$ cat src/rtl/csc_enc_pkg.sv
package csc_enc_pkg;

    localparam int COEF_W     = 64;
    localparam int FRAC_W     = 32;
    localparam int INT_W      = 2;
    localparam int CLAMP_W    = FRAC_W + INT_W;
    localparam int EXP_W      = 3;
    localparam int FIELD_W    = 12;
    localparam int GUARD_W    = 3;
    localparam int FB_MAX     = 12;
    localparam int NUM_RANGES = 6;
    localparam int IDX_W      = $clog2(NUM_RANGES);
    localparam int SHIFT_W    = 6;

    typedef enum logic [EXP_W-1:0] {
        EXP_UNDER_EIGHTH  = 3'd3,
        EXP_UNDER_QUARTER = 3'd2,
        EXP_UNDER_HALF    = 3'd1,
        EXP_UNDER_ONE     = 3'd0,
        EXP_UNDER_TWO     = 3'd7,
        EXP_UNDER_FOUR    = 3'd6
    } exp_code_e;

    typedef struct packed {
        logic                neg;
        exp_code_e           exp;
        logic [FIELD_W-1:0]  field;
    } code_t;

    localparam int CODE_W = $bits(code_t);

    function automatic exp_code_e exp_for_range(input logic [IDX_W-1:0] idx);
        case (idx)
            3'd0:    return EXP_UNDER_EIGHTH;
            3'd1:    return EXP_UNDER_QUARTER;
            3'd2:    return EXP_UNDER_HALF;
            3'd3:    return EXP_UNDER_ONE;
            3'd4:    return EXP_UNDER_TWO;
            default: return EXP_UNDER_FOUR;
        endcase
    endfunction

    function automatic logic [63:0] limited_gain(input int frac);
        return (64'd219 << frac) / 64'd255;
    endfunction

endpackage

$ cat src/rtl/csc_mag_prep.sv
module csc_mag_prep
    import csc_enc_pkg::*;
#(
    parameter int P_COEF_W  = COEF_W,
    parameter int P_FRAC_W  = FRAC_W,
    parameter int P_CLAMP_W = CLAMP_W
) (
    input  logic [P_COEF_W-1:0]  coef,
    input  logic                 lr_mode,
    output logic                 neg,
    output logic [P_CLAMP_W-1:0] mag
);
    localparam int RAW_W = P_COEF_W - 1;
    localparam logic [RAW_W-1:0] UNITY_V = RAW_W'(1) << P_FRAC_W;
    localparam logic [RAW_W-1:0] LR_V    = RAW_W'(limited_gain(P_FRAC_W));

    logic [RAW_W-1:0] raw;
    logic [RAW_W-1:0] eff;

    always_comb begin
        raw = coef[RAW_W-1:0];
        neg = coef[P_COEF_W-1];
        eff = (lr_mode && (raw == UNITY_V)) ? LR_V : raw;
        if (|eff[RAW_W-1:P_CLAMP_W]) begin
            mag = '1;
        end else begin
            mag = eff[P_CLAMP_W-1:0];
        end
    end

endmodule

$ cat src/rtl/csc_range_sel.sv
module csc_range_sel
    import csc_enc_pkg::*;
#(
    parameter int P_FRAC_W     = FRAC_W,
    parameter int P_CLAMP_W    = CLAMP_W,
    parameter int P_NUM_RANGES = NUM_RANGES
) (
    input  logic [P_CLAMP_W-1:0] mag,
    output exp_code_e            exp,
    output logic [SHIFT_W-1:0]   shift
);
    localparam int NTH = P_NUM_RANGES - 1;
    localparam int BASE_SHIFT = P_FRAC_W - FB_MAX - GUARD_W;

    logic [NTH-1:0] above;
    logic [IDX_W-1:0] idx;

    for (genvar i = 0; i < NTH; i++) begin : g_thresh
        assign above[i] = mag >= (P_CLAMP_W'(1) << (P_FRAC_W - GUARD_W + i));
    end

    always_comb begin
        idx = '0;
        for (int i = 0; i < NTH; i++) begin
            idx = idx + IDX_W'(above[i]);
        end
        exp   = exp_for_range(idx);
        shift = SHIFT_W'(BASE_SHIFT) + SHIFT_W'(idx);
    end

endmodule

$ cat src/rtl/csc_mant_round.sv
module csc_mant_round
    import csc_enc_pkg::*;
#(
    parameter int P_CLAMP_W = CLAMP_W,
    parameter int P_FIELD_W = FIELD_W,
    parameter int P_GUARD_W = GUARD_W
) (
    input  logic [P_CLAMP_W-1:0] mag,
    input  logic [SHIFT_W-1:0]   shift,
    output logic [P_FIELD_W-1:0] field
);
    localparam int SUM_W = P_CLAMP_W + 1;
    localparam logic [SUM_W-1:0] ROUND_V = SUM_W'(1) << (P_GUARD_W - 1);
    localparam logic [SUM_W-1:0] FULL_V  = SUM_W'((1 << P_FIELD_W) - 1);

    logic [P_CLAMP_W-1:0] shifted;
    logic [SUM_W-1:0]     sum;
    logic [P_FIELD_W-1:0] sat;

    always_comb begin
        shifted = mag >> shift;
        sum     = {1'b0, shifted} + ROUND_V;
        sat     = (sum > FULL_V) ? FULL_V[P_FIELD_W-1:0] : sum[P_FIELD_W-1:0];
        field   = {sat[P_FIELD_W-1:P_GUARD_W], {P_GUARD_W{1'b0}}};
    end

endmodule

$ cat src/rtl/csc_out_reg.sv
module csc_out_reg #(
    parameter int W = 16
) (
    input  logic         clk,
    input  logic         rst,
    input  logic         in_valid,
    output logic         in_ready,
    input  logic [W-1:0] in_data,
    output logic         out_valid,
    input  logic         out_ready,
    output logic [W-1:0] out_data
);
    assign in_ready = !out_valid || out_ready;

    always_ff @(posedge clk) begin
        if (rst) begin
            out_valid <= 1'b0;
            out_data  <= '0;
        end else if (in_ready) begin
            out_valid <= in_valid;
            if (in_valid) begin
                out_data <= in_data;
            end
        end
    end

    a_r9_one_cycle: assert property (@(posedge clk) disable iff (rst)
        (in_valid && in_ready) |=> out_valid);

    a_r9_data_taken: assert property (@(posedge clk) disable iff (rst)
        (in_valid && in_ready) |=> (out_data == $past(in_data)));

    a_r10_hold: assert property (@(posedge clk) disable iff (rst)
        (out_valid && !out_ready) |=> (out_valid && $stable(out_data)));

    a_r10_no_accept: assert property (@(posedge clk) disable iff (rst)
        (out_valid && !out_ready) |-> !in_ready);

endmodule

$ cat src/rtl/csc_coef_encoder.sv
module csc_coef_encoder
    import csc_enc_pkg::*;
(
    input  logic              clk,
    input  logic              rst,
    input  logic              in_valid,
    output logic              in_ready,
    input  logic [COEF_W-1:0] in_coef,
    input  logic              in_lr_mode,
    output logic              out_valid,
    input  logic              out_ready,
    output logic [CODE_W-1:0] out_code
);
    logic               neg;
    logic [CLAMP_W-1:0] mag;
    exp_code_e          exp;
    logic [SHIFT_W-1:0] shift;
    logic [FIELD_W-1:0] field;
    code_t              code_next;

    csc_mag_prep u_prep (
        .coef    (in_coef),
        .lr_mode (in_lr_mode),
        .neg     (neg),
        .mag     (mag)
    );

    csc_range_sel u_range (
        .mag   (mag),
        .exp   (exp),
        .shift (shift)
    );

    csc_mant_round u_round (
        .mag   (mag),
        .shift (shift),
        .field (field)
    );

    always_comb begin
        code_next.neg   = neg;
        code_next.exp   = exp;
        code_next.field = field;
    end

    csc_out_reg #(.W(CODE_W)) u_out (
        .clk       (clk),
        .rst       (rst),
        .in_valid  (in_valid),
        .in_ready  (in_ready),
        .in_data   (code_next),
        .out_valid (out_valid),
        .out_ready (out_ready),
        .out_data  (out_code)
    );

    a_r1_sign_follows: assert property (@(posedge clk) disable iff (rst)
        (in_valid && in_ready) |=> (out_code[15] == $past(in_coef[63])));

    a_r3_legal_exp: assert property (@(posedge clk) disable iff (rst)
        out_valid |-> (out_code[14:12] != 3'd4 && out_code[14:12] != 3'd5));

    a_r4_guard_zero: assert property (@(posedge clk) disable iff (rst)
        out_valid |-> (out_code[2:0] == 3'b000));

    a_r2_saturate: assert property (@(posedge clk) disable iff (rst)
        (in_valid && in_ready && (in_coef[62:34] != '0)) |=> (out_code[14:0] == 15'h6FF8));

endmodule

$ cat config.mk
export PLATFORM = sky130hd
export DESIGN_NAME = csc_coef_encoder
export DESIGN_NICKNAME = d
export VERILOG_FILES = /design/src/rtl/csc_enc_pkg.sv /design/src/rtl/csc_mag_prep.sv /design/src/rtl/csc_range_sel.sv /design/src/rtl/csc_mant_round.sv /design/src/rtl/csc_out_reg.sv /design/src/rtl/csc_coef_encoder.sv
export SDC_FILE = /design/constraint.sdc
export NUM_CORES = 1
export LEC_CHECK = 0
export ABC_CLOCK_PERIOD_IN_PS = 7800
export BUFFER_PORTS_ARGS = -buffer_cell sky130_fd_sc_hd__buf_2
export CAP_MARGIN = 20
export CORE_MARGIN = 10
export CORE_UTILIZATION = 40
export DETAILED_ROUTE_END_ITERATION = 12
export PLACE_DENSITY = 0.69
export SYNTH_ARGS = -nofsm -noshare
export SYNTH_HDL_FRONTEND = slang
export SYNTH_SLANG_ARGS = --single-unit
export TNS_END_PERCENT = 10
$ cat constraint.sdc
create_clock -name clk -period 7.8 [get_ports clk]
set_clock_uncertainty 0.05 [all_clocks]
set_input_delay 0.78 -clock clk [delete_from_list [all_inputs] [get_ports clk]]
set_output_delay 0.78 -clock clk [all_outputs]
set_load 0.01 [all_outputs]
==> results.yml <==
hold_path:
  min_from: "u_out.out_data[15]$_SDFFE_PP0P_"
  hold_end: "u_out.out_data[15]$_SDFFE_PP0P_"
  hold_path.class: "reg2reg"
  hold-path-cell-count: 2
setup_path:
  cp.required_ps: 7920
  cp_data_arrival_time_ps: 7320
  r2r_end: "u_out.out_data[4]$_SDFFE_PP0P_"
  r2r_setup_slack_ps: 6020
  crit_type: "in2reg"
  path_max_fanout: 14
  worst_r2r_path_depth: 6
  endpoint_kind: "flip-flop"
  cp-start-kind: "input pin"
  worstReg2RegStart: "u_out.out_valid$_SDFFE_PP0N_"
timing:
  fin_tns_setup_ps: 0
  maxClockFrequency_mhz: 138.8
  worst_slack_ps: 597.2
  hold_viol: 0
  rsz0062_at_grt: "no"
  relSlewSlack: 0.6034
  min_period_over_period: 0.9234
  worst_slew_pin_slew_ps: 595.0
  timing.final.max_slew_violations: 0
  period_needed_ps: 7203
  setup_viol: 0
clock_network:
  cts_buffer_depth: 2
  cts-root-buf: "clkbuf_8"
  numCtsBuffers: 3
  cts_tree: "yes"
  post-cts-setup-buffer-count: 0
  cts-resized-gates: 0
  cts_sinks: 14
  htree_levels: 1
  clkTransAtPathRegs_ps: 50
  cts_hold_buf: 0
  insertion_delay_ps: 240
logic_synthesis:
  synth.distinct_cells: 67
  synth_cells: 262
  synth_xor_area_frac: 0.03133
  async_flop_share: 0
  syn_area_um2: 1957
  synth_seq_cells: 14
  synth.area.top_cells: "dfxtp_1, a211oi_2, nor4_1, nor2_1, mux2i_1"
  synth_top_area_cell: "dfxtp_1"
  synth_compound_area_frac: 0.3018
  synth_top_family_by_area: "simple AND/OR/NAND/NOR gates"
  muxShareOfSynthArea: 0.07161
  synth_edf_count: 0
  yosysTopAreaCellShare: 0.1432
  seq_area_frac_synth: 0.1432
  yosysWarnings: 0
  syn_area_per_cell_um2: 7.469
  synthAdderAreaFrac: 0.04604
  synthFlopType: "dfxtp_1"
  synthSimpleGateAreaFrac: 0.3357
final_layout:
  multi_input_area_um2: 1550
  fin_nets: 417
  regArea_um2: 280.3
  area.growth.synth_to_final_pct: 26.34
  antennaDiodeCount: 0
  drive_above_1_share: 0.3559
  final.fill_count: 477
power_and_ir_drop:
  p_leak_nw: 1.045
  power.total_mw: 0.1854
  power_density_nw_per_um2: 74.98
  ir_worst_vdd_mv: 0.1071
grt:
  grt_overflow: 0
  grt_pass1_wl_um: 11300
  grt_pass1_vias: 2323
  antenna_found_initial: 0
  grt_usage: 0.1606
  grt_max_degree: 18
run_status:
  status: "complete, no violations"
floorplanning:
  fp.dieW_um: 89.95
  die_y_um: 89.95
  core.rowCount: 25
  die-area_um2: 8090
  core_area_um2: 4723
  start_util: 0.4143
  io_pins: 87
routing:
  dr.pass1.iters: 4
  drt-total-wl_um: 6868
  antenna_left: 0
  vias: 2376
  drc_errors: 0
  drtIter0Drc: 208
  post_drt_via_cell_ratio: 5.838
  routedWlPerCell_um: 16.87
flow_run:
  drv_cap: 0
placed_design:
  dp_hpwl_um: 5580
  pre_cts_ws_ps: 416.8
  gp_congestion: 0.9076
  port_buffers: 83
## state kept, by name (all words and copies together), names as in the netlist
| signal | cells |
|---|---|
| u_out.out_data | 13 |
| u_out.out_valid | 1 |
## critical path: stages
cell and delay (ps):
buf_2 90, nor4_1 430, and4_1 360, nand2_1 220
nor2_1 320, nand2_1 130, nor3_1 340, nand2b_1 120
or3_1 320, ha_1 280, inv_1 50, fa_1 570
inv_1 60, ha_1 210, fa_1 820, buf_4 250
mux2i_1 90, a221oi_1 310, o311ai_0 150, o22ai_1 400
o221a_2 310, nand3_2 90, mux2_4 390, a211oi_2 220
## Yosys cell counts, types with 8 or more instances
cell      instances
a211oi_2         10
a21oi_1          11
clkbuf_1         11
dfxtp_1          14
inv_1             8
mux2i_1           8
nand2_1          19
nand3_1          11
nor2_1           32
nor3_1            9
nor4_1           20
o21ai_0           8
## where the power goes
group          switching [mW]  internal, mW  total, mW
Clock                  0.0233        0.0341     0.0574
Combinational          0.0253        0.0236     0.0489
Sequential            0.00235        0.0767     0.0791
Total                  0.0509         0.134      0.185
## cell type report
cell class | count | share of cell area
repair buffers | 92 | 0.1953
inverters | 9 | 0.01366
flip-flops and latches | 14 | 0.1134
clock buffers | 3 | 0.01670
well taps | 67 | 0.03391
multi-input cells | 222 | 0.6270
## through the flow
stage	hold slack [ps]	util	std cells	cell area (um2)
2_1_floorplan	430.5	-	264	1964
6_report	405.7	0.5234	407	2472
3_5_place_dp	396.7	0.5147	404	2431
4_1_cts	405.8	0.5234	407	2472
5_1_grt	427.4	0.5234	407	2472
3_3_place_gp	391.5	0.5147	404	2431
## how the worst max path moves through the flow
stage / startpoint / endpoint / depth (start not counted)
floorplan: in_coef[46] / u_out.out_data[10]$_SDFFE_PP0P_ / 27
global placement: in_coef[59] / u_out.out_data[3]$_SDFFE_PP0P_ / 25
detailed placement: in_coef[59] / u_out.out_data[3]$_SDFFE_PP0P_ / 25
CTS: in_coef[59] / u_out.out_data[3]$_SDFFE_PP0P_ / 24
global route: in_coef[46] / u_out.out_data[3]$_SDFFE_PP0P_ / 24
finish: in_coef[59] / u_out.out_data[3]$_SDFFE_PP0P_ / 24
## cells by family (layout without fill, tap and decap cells)
| group | Yosys count | in the layout |
|---|---|---|
| adders and majority gates | 6 | 6 |
| buffers and inverters | 28 | 104 |
| xor gates and xnor gates | 7 | 7 |
| and+or+nand+nor | 122 | 122 |
| other | 1 | 3 |
| AOI/OAI and AO/OA | 72 | 72 |
| muxes | 12 | 12 |
| DFF | 14 | 14 |
## placed cells by master, fill, tap and decap left out, drive strengths merged, types with 3 or more instances in the layout
cell type   n
a211o       3
a211oi     14
a21oi      11
a31oi       5
and2        3
buf        92
clkbuf      3
conb        3
dfxtp      14
ha          4
inv         8
mux2        3
mux2i       8
nand2      19
nand2b      4
nand3      12
nand4       5
nor2       32
nor2b       3
nor3       10
nor4       21
o211ai      3
o21ai       8
or3         4
xnor2       3
xor2        4
## routing by layer
layer | wire [um] | share of wire | global-route usage
met1 | 2919 | 0.43 | 0.2006
met2 | 3407 | 0.50 | 0.2797
met3 | 515 | 0.075 | 0.03491
met4 | 27 | 0.0039 | 0.02255
met5 | 0 | 0 | 0
(Power assumes the default switching activity.)
